## config.mk

```make
export PLATFORM = sky130hd
export DESIGN_NAME = tx_rate_limiter
export DESIGN_NICKNAME = d
export VERILOG_FILES = /design/src/rtl/rl_pkg.sv /design/src/rtl/rl_cfg_hold.sv /design/src/rtl/rl_refill_timer.sv /design/src/rtl/rl_bucket.sv /design/src/rtl/tx_rate_limiter.sv
export SDC_FILE = /design/constraint.sdc
export NUM_CORES = 1
export LEC_CHECK = 0
export CAP_MARGIN = 20
export CORE_MARGIN = 3
export CORE_UTILIZATION = 57
export DETAILED_ROUTE_END_ITERATION = 8
export MAX_ROUTING_LAYER = met4
export PLACE_DENSITY = 0.88
export SYNTH_ARGS = -nofsm -noshare
export SYNTH_HDL_FRONTEND = slang
export SYNTH_SLANG_ARGS = --single-unit
```

## constraint.sdc

```tcl
create_clock -name clk -period 8.3 [get_ports clk]
set_input_delay 1.245 -clock clk [delete_from_list [all_inputs] [get_ports clk]]
set_output_delay 1.245 -clock clk [all_outputs]
set_load 0.02 [all_outputs]
```

## src/rtl/rl_pkg.sv

```systemverilog
package rl_pkg;
  // Default widths and limits for the rate limiter
  localparam int RL_INTV_W    = 8;   // refill period counter width
  localparam int RL_TOK_W     = 12;  // tokens added per refill
  localparam int RL_BEAT_MAX  = 64;  // widest beat in bytes
  localparam int RL_CAP_SHIFT = 2;   // cap holds 2**shift refills
endpackage

```

## src/rtl/rl_cfg_hold.sv

```systemverilog
module rl_cfg_hold #(
  parameter int INTV_W    = 8,
  parameter int TOK_W     = 12,
  parameter int CAP_SHIFT = 2,
  parameter int BEAT_MAX  = 64,
  parameter int LVL_W     = TOK_W + CAP_SHIFT
) (
  input  logic              clk,
  input  logic              rst_n,
  input  logic              cfg_en,
  input  logic [INTV_W-1:0] cfg_intv,
  input  logic [TOK_W-1:0]  cfg_tokens,
  output logic              en_q,
  output logic [INTV_W-1:0] hold_intv,
  output logic [TOK_W-1:0]  hold_tokens,
  output logic [LVL_W-1:0]  cap_live,
  output logic [LVL_W-1:0]  cap_held,
  output logic              tok_zero
);
  function automatic logic [LVL_W-1:0] cap_of(input logic [TOK_W-1:0] t);
    logic [LVL_W-1:0] scaled;
    scaled = LVL_W'(t) << CAP_SHIFT;
    return (scaled > LVL_W'(BEAT_MAX)) ? scaled : LVL_W'(BEAT_MAX);
  endfunction

  // Shadow copies track the pins while off and freeze once the enable is seen
  always_ff @(posedge clk or negedge rst_n) begin
    if (!rst_n) begin
      en_q        <= 1'b0;
      hold_intv   <= '0;
      hold_tokens <= '0;
    end else begin
      en_q <= cfg_en;
      if (!en_q) begin
        hold_intv   <= cfg_intv;
        hold_tokens <= cfg_tokens;
      end
    end
  end

  always_comb begin
    cap_live = cap_of(cfg_tokens);
    cap_held = cap_of(hold_tokens);
    tok_zero = (hold_tokens == '0);
  end
endmodule

```

## src/rtl/rl_refill_timer.sv

```systemverilog
module rl_refill_timer #(
  parameter int INTV_W = 8
) (
  input  logic              clk,
  input  logic              rst_n,
  input  logic              run,
  input  logic [INTV_W-1:0] period,
  output logic              tick
);
  logic [INTV_W-1:0] cnt;
  logic [INTV_W-1:0] last;

  // A period of zero wraps to the full counter range
  assign last = period - INTV_W'(1);
  assign tick = run && (cnt == last);

  always_ff @(posedge clk or negedge rst_n) begin
    if (!rst_n)      cnt <= '0;
    else if (!run)   cnt <= '0;
    else if (tick)   cnt <= '0;
    else             cnt <= cnt + INTV_W'(1);
  end
endmodule

```

## src/rtl/rl_bucket.sv

```systemverilog
module rl_bucket #(
  parameter int TOK_W    = 12,
  parameter int LVL_W    = 14,
  parameter int BYTE_W   = 7,
  parameter int BEAT_MAX = 64
) (
  input  logic              clk,
  input  logic              rst_n,
  input  logic              run,
  input  logic              tok_zero,
  input  logic              tick,
  input  logic [TOK_W-1:0]  refill,
  input  logic [LVL_W-1:0]  cap_live,
  input  logic [LVL_W-1:0]  cap_held,
  input  logic              req_valid,
  input  logic [BYTE_W-1:0] req_bytes,
  output logic              req_ready,
  output logic              idle_ins,
  output logic [LVL_W-1:0]  level
);
  localparam int SUM_W = LVL_W + 1;

  logic             take;
  logic [SUM_W-1:0] sum;
  logic [LVL_W-1:0] level_nx;

  always_comb begin
    req_ready = !run || (!tok_zero && (level >= LVL_W'(req_bytes)));
    take      = req_valid && req_ready;
    idle_ins  = req_valid && !req_ready;
    sum       = SUM_W'(level)
              - (take ? SUM_W'(req_bytes) : '0)
              + (tick ? SUM_W'(refill)    : '0);
    level_nx  = (sum > SUM_W'(cap_held)) ? cap_held : sum[LVL_W-1:0];
  end

  always_ff @(posedge clk or negedge rst_n) begin
    if (!rst_n)    level <= LVL_W'(BEAT_MAX);
    else if (!run) level <= cap_live;
    else           level <= level_nx;
  end
endmodule

```

## src/rtl/tx_rate_limiter.sv

```systemverilog
module tx_rate_limiter
  import rl_pkg::*;
#(
  parameter int INTV_W    = RL_INTV_W,
  parameter int TOK_W     = RL_TOK_W,
  parameter int BEAT_MAX  = RL_BEAT_MAX,
  parameter int CAP_SHIFT = RL_CAP_SHIFT,
  parameter int BYTE_W    = $clog2(BEAT_MAX + 1),
  parameter int LVL_W     = TOK_W + CAP_SHIFT
) (
  input  logic              clk,
  input  logic              rst_n,
  input  logic              cfg_en,
  input  logic [INTV_W-1:0] cfg_intv,
  input  logic [TOK_W-1:0]  cfg_tokens,
  input  logic              req_valid,
  input  logic [BYTE_W-1:0] req_bytes,
  output logic              req_ready,
  output logic              idle_ins,
  output logic [LVL_W-1:0]  bucket_level
);
  logic              en_q;
  logic [INTV_W-1:0] hold_intv;
  logic [TOK_W-1:0]  hold_tokens;
  logic [LVL_W-1:0]  cap_live;
  logic [LVL_W-1:0]  cap_held;
  logic              tok_zero;
  logic              tick;

  rl_cfg_hold #(
    .INTV_W(INTV_W), .TOK_W(TOK_W), .CAP_SHIFT(CAP_SHIFT),
    .BEAT_MAX(BEAT_MAX), .LVL_W(LVL_W)
  ) i_cfg (
    .clk(clk), .rst_n(rst_n), .cfg_en(cfg_en), .cfg_intv(cfg_intv),
    .cfg_tokens(cfg_tokens), .en_q(en_q), .hold_intv(hold_intv),
    .hold_tokens(hold_tokens), .cap_live(cap_live), .cap_held(cap_held),
    .tok_zero(tok_zero)
  );

  rl_refill_timer #(.INTV_W(INTV_W)) i_timer (
    .clk(clk), .rst_n(rst_n), .run(en_q), .period(hold_intv), .tick(tick)
  );

  rl_bucket #(
    .TOK_W(TOK_W), .LVL_W(LVL_W), .BYTE_W(BYTE_W), .BEAT_MAX(BEAT_MAX)
  ) i_bucket (
    .clk(clk), .rst_n(rst_n), .run(en_q), .tok_zero(tok_zero), .tick(tick),
    .refill(hold_tokens), .cap_live(cap_live), .cap_held(cap_held),
    .req_valid(req_valid), .req_bytes(req_bytes), .req_ready(req_ready),
    .idle_ins(idle_ins), .level(bucket_level)
  );
endmodule

```

==> flow_summary.ini, run 1 <==
[floorplan]
die-area_um2 = 7530
initial_utilization_pct = 60.7
chipHeight_um = 86.8
core_area_um2 = 6130
die_x_um = 86.8
io_pins = 47
fp-row-count = 28

[yosys]
ys_seq_area_share_pct = 29.0
synth_area_um2 = 3720
synth_edf_count = 0
synth_area_leader_cell = dfrtp_1
synth_ff_type = dfrtp_1
synth_top_area_share_pct = 28.3
synth.top_cells.by_area = dfrtp_1, ha_1, inv_1
synth_fp_nets = 508
ys_types = 54
synthArstFlopShare_pct = 100
avgSynthCellArea_um2 = 8.71
ys_seq_elements = 43
netlist_instances = 427
synth_warnings = 0

[critical_path]
crit_path_frequent_cell = a21o_1
start_kind = input pin
cp_data_required_time_ns = 8.52
critPathKind = in2reg
cpMaxStageDelayCell = a211oi_1
crit_chain = clkdlybuf4s50_1, ha_1, nand2b_1, a21o_1, a21o_1, a21o_1, a21o_1, a211oi_1, nor3_1, fa_1, inv_1, ha_1, a21o_1, a2111oi_0, nand4_1, and2_1, o311ai_0, ha_1, o21ai_0, a31oi_1, o31ai_1, and2_1, nor3b_1
critPathArrivalTime_ns = 7.87
cp_max_fo = 14
regToRegSetupSlack_ns = 1.51
end_kind = flip-flop
slowest_delay_ns = 0.83

[power]
power_uw = 1950
total_leakage_power_uw = 0.00203
vdd_drop_max_uv = 343
powerDensity_nw_per_um2 = 447

[timing]
rsz0062_at_grt = no
fin_crit_sh_pct = 92.2
fmax_mhz = 131
hold_violations = 0
post-route-min-period_ns = 7.65
setup_violations = 0
slew_violations = 0
final.setup.tns_ns = 0
slew_headroom_pct = 33.1
timing.hold.ws_ns = 0.553
max_slew.worst_pin.slew_ns = 0.998
finClkSkew_ns = 0.00898

[cts]
clk_latency_ns = 0.30
cts-root-buf = clkbuf_8
cts_buffers = 5
hold_buffers = 0
cts_tree = yes
cts_sinks = 43
cts.clk_slew.worst_paths_ns = 0.09
clockBufferDepth = 2
cts_setup_buffers = 0
ctsResizeCount = 0
h-tree-depth = 2

[layout]
final_cell_mix = inv_1, nand2_1, clkdlybuf4s50_1, ha_1, dfrtp_1
final_layout_size_suffix_gt1_share_pct = 6.99
nets = 552
syn_to_final_growth_pct = 17.2
final_common_cell = inv_1
diodes = 0
fin_area_um2 = 4360

[global_route]
grt_usage_pct = 26.4
grt_pass1_wl_um = 15500
grt_pass1_vias = 3353
antenna_found_initial = 0
overflow = 0
grt_max_degree = 44

[place]
gp_congestion = 0.917
hpwl_um = 7100
dpl-instance-area_um2 = 4220
portBuffers = 46

[job]
cap_violations = 0

[run_status]
status = finished clean

[worst_hold_path]
hold_class = reg2reg

[routing]
antenna_left = 0
wl_um = 9060
drc = 0
drt_iter0_drc = 180
vias_per_cell = 6.02
first_pass_iters = 5
via_count = 3292
avgRoutedWirePerCell_um = 16.6
-- synthesized netlist by cell type, types with 9 or more instances --
cell / n
a21oi_1: 15
nor3_1: 12
nand3_1: 15
inv_1: 56
nand4_1: 14
mux2_2: 13
dfrtp_1: 42
o21ai_0: 9
xor2_1: 13
xnor2_1: 12
nand2_1: 48
ha_1: 43
nor2_1: 25
-- flip-flops by register name, summed over array words and instances (netlist names) --
name               count
i_bucket.level        14
i_cfg.en_q             1
i_cfg.hold_intv        8
i_cfg.hold_tokens     12
i_timer.cnt            8
-- worst paths after layout --
check	end	start	depth (start not counted)
min	i_cfg.hold_intv[7]$_DFFE_PN0N_	i_cfg.hold_intv[7]$_DFFE_PN0N_	1
min reg2reg	i_cfg.hold_intv[7]$_DFFE_PN0N_	i_cfg.hold_intv[7]$_DFFE_PN0N_	1
min in group asynchronous	i_cfg.hold_tokens[5]$_DFFE_PN0N_	rst_n	1
max in group asynchronous	i_cfg.hold_intv[2]$_DFFE_PN0N_	rst_n	1
max reg2reg	i_bucket.level[1]$_DFF_PN0_	i_cfg.hold_intv[0]$_DFFE_PN0N_	20
max	i_bucket.level[1]$_DFF_PN0_	req_bytes[0]	23
-- through the flow --
stage	cells	worst slack, ns	utilization, %
2_1_floorplan	427	1.62	-
6_report	547	0.648	71.1
3_5_place_dp	539	0.491	68.9
4_1_cts	547	0.777	71.1
5_1_grt	547	0.228	71.1
3_3_place_gp	539	0.810	68.9
-- metal layers --
metal / share of wire (%) / wire length, um / track usage [%] / vias up
met2: 50 / 4540 / 43.9 / 128
met3: 6.2 / 563 / 4.28 / 16
li1: - / - / - / 1584
met5: 0 / 0 / - / -
met4: 1.7 / 152 / 7.22 / 0
met1: 42 / 3800 / 33.5 / 1564
-- layout make-up --
class / count / area [um^2]
inverter: 57 / 214
sequential: 43 / 1080
tap: 75 / 93.8
clock inverter: 3 / 67.6
fill: 450 / 1770
clock buffer: 5 / 68.8
multi-input combinational: 315 / 2360
timing repair buffer: 49 / 478
-- where the power goes --
group	internal, uW	total (uW)	leakage, uW	switching (uW)
Sequential	259	314	0.000529	55.7
Combinational	594	1440	0.00144	846
Clock	120	195	0.0000644	74.7
-- logic make-up (layout without fill, tap and decap cells) --
logic type | count (synthesis) | after routing | share of synthesized area [%]
AND/OR/NAND/NOR | 151 | 151 | 20.3
multiplexers | 13 | 13 | 3.94
flip-flops | 43 | 43 | 29.0
adder cells (fa/ha/maj) | 50 | 50 | 18.2
AO/OA/AOI/OAI | 76 | 76 | 15.1
XOR/XNOR | 25 | 25 | 5.89
buffers and inverters | 69 | 114 | 7.60
-- worst max-delay path, delay by kind of cell --
family / cells / cell delay, ns
adders and majority gates: 4 / 1.36
and+or+nand+nor: 6 / 1.57
buffers and inverters: 2 / 0.50
AOI/OAI and AO/OA: 11 / 3.20
(Power assumes the default switching activity.)
==> run 2, diff against run 1 <==
--- a/config.mk
+++ b/config.mk
@@ -9,6 +9,7 @@
 export CORE_MARGIN = 3
 export CORE_UTILIZATION = 57
 export DETAILED_ROUTE_END_ITERATION = 8
+export GPL_ROUTABILITY_DRIVEN = 0
 export MAX_ROUTING_LAYER = met4
 export PLACE_DENSITY = 0.88
 export SYNTH_ARGS = -nofsm -noshare
==> run 2 against run 1 <==
Compared with the run above: clock skew shrank 0.0031 ns; clock power shrank 13%; critical path depth grew 2; first-iteration DRC count grew 77%; global-route usage grew 0.73 points; sequential power is essentially flat; utilization shrank 0.18 points; clock-buffer cell count grew 1; cell count grew 0.18%; via count grew 1.7%; wire length grew 3.9%; power shrank 0.91%; largest cell class unchanged; highest routed layer unchanged.
==> flow_summary.ini, run 2 (synthesized netlist as in run 1, its figures left out) <==
[timing]
slew_violations = 0
rsz0062_at_grt = no
max_slew.worst_pin.slew_ns = 0.932
post-route-min-period_ns = 7.74
slew_headroom_pct = 37.8
fmax_mhz = 129
final.setup.tns_ns = 0
fin_crit_sh_pct = 93.3
finClkSkew_ns = 0.00589
timing.hold.ws_ns = 0.542
setup_violations = 0
hold_violations = 0

[worst_hold_path]
whs_path_depth = 1
hold_class = reg2reg

[floorplan]
fp-row-count = 28
core_area_um2 = 6130
die_x_um = 86.8
chipHeight_um = 86.8
initial_utilization_pct = 60.7
die-area_um2 = 7530
io_pins = 47

[power]
total_leakage_power_uw = 0.00204
vdd_drop_max_uv = 260
powerDensity_nw_per_um2 = 444
power_uw = 1930

[critical_path]
cp_data_required_time_ns = 8.44
start_kind = input pin
cp.depth = 25
reg2reg_depth = 21
critPathKind = in2reg
end_kind = flip-flop
critPathTopFamily = compound AO/OA/AOI/OAI gates
crit_path_frequent_cell = a21o_1
cpMaxStageDelayCell = o311ai_0
critPathArrivalTime_ns = 7.89
slowest_delay_ns = 0.61
path_buf_inv = 4
cp_max_fo = 14

[routing]
first_pass_iters = 6
wl_um = 9410
drc = 0
vias_per_cell = 6.11
drt_iter0_drc = 318
avgRoutedWirePerCell_um = 17.2
via_count = 3349
antenna_left = 0

[global_route]
grt_util_met3_pct = 2.95
antenna_found_initial = 0
met2_usage_pct = 45.5
grt_pass1_wl_um = 15800
globalRouteMet1Util_pct = 34.3
overflow = 0
grt_max_degree = 44
grt-busiest-layer = met2
grt_pass1_vias = 3365
grt_usage_pct = 27.2

[cts]
cts_sinks = 43
cts_tree = yes
ctsResizeCount = 0
hold_buffers = 0
cts-root-buf = clkbuf_8
cts_buffers = 5
cts_setup_buffers = 0
clk_latency_ns = 0.30
clockBufferDepth = 2
h-tree-depth = 2
cts.clk_slew.worst_paths_ns = 0.08

[place]
dp.cells = 540
portBuffers = 46
hpwl_um = 7310

[layout]
reg_top3 = i_bucket.level: 14 flops, i_cfg.hold_tokens: 12 flops
nets = 553
final_common_cell = inv_1
syn_to_final_growth_pct = 16.9
stdcell_count = 548
multi_input_area_um2 = 2360
seq_area_um2 = 1080
fillCellCount = 441
final_cell_mix = inv_1, nand2_1, clkdlybuf4s50_1, ha_1, dfrtp_1
diodes = 0
regMostFlops = i_bucket.level
final_layout_size_suffix_gt1_share_pct = 7.19
largest_reg_flops = 14

[run_status]
status = finished clean

[job]
cap_violations = 0
-- run 2: changes by cell type in the layout (fill, tap and decap cells not counted), sizes merged --
| cell | delta |
|---|---|
| buf | +1 |
| bufinv | -1 |
| clkinv | +1 |
| clkbuf | +1 |
| clkinvlp | -1 |
-- run 2: cell type report --
cell class	count	area share, %
multi-input combinational	315	54.3
sequential	43	24.8
timing repair buffer	50	11.2
inverter	57	4.92
tap	75	2.16
clock buffer	6	1.90
clock inverter	2	0.806
-- run 2: final timing paths --
kind	start	endpoint	slack (ns)
worst max-delay path	req_bytes[0]	i_bucket.level[10]$_DFF_PN0_	0.56
worst min-delay path	i_cfg.hold_intv[7]$_DFFE_PN0N_	i_cfg.hold_intv[7]$_DFFE_PN0N_	0.54
worst max register to register	i_cfg.hold_intv[1]$_DFFE_PN0N_	i_bucket.level[10]$_DFF_PN0_	1.32
worst min register to register	i_cfg.hold_intv[7]$_DFFE_PN0N_	i_cfg.hold_intv[7]$_DFFE_PN0N_	0.54
max in group asynchronous	rst_n	i_timer.cnt[7]$_DFF_PN0_	6.63
min in group asynchronous	rst_n	i_cfg.hold_tokens[8]$_DFFE_PN0N_	1.09
-- run 2: through the flow --
step,setup slack (ns),util [%],area [um^2]
finish,0.557,70.9,4350
global route,0.178,70.9,4350
CTS,0.682,70.9,4350
detailed placement,0.381,69.0,4230
global placement,0.812,69.0,4230
floorplan,1.62,-,3720
-- run 2: layer usage --
layer / part of all wire, % / vias to the layer above
li1: - / 1588
met1: 41 / 1605
met2: 51 / 139
met3: 5.7 / 17
met4: 1.9 / 0
met5: 0 / -
-- run 2: power breakdown --
part / internal (uW) / leakage (uW) / switching [uW] / total (uW)
Clock: 97.4 / 0.0000612 / 71.4 / 169
Combinational: 595 / 0.00145 / 853 / 1450
Sequential: 259 / 0.000529 / 55.0 / 314
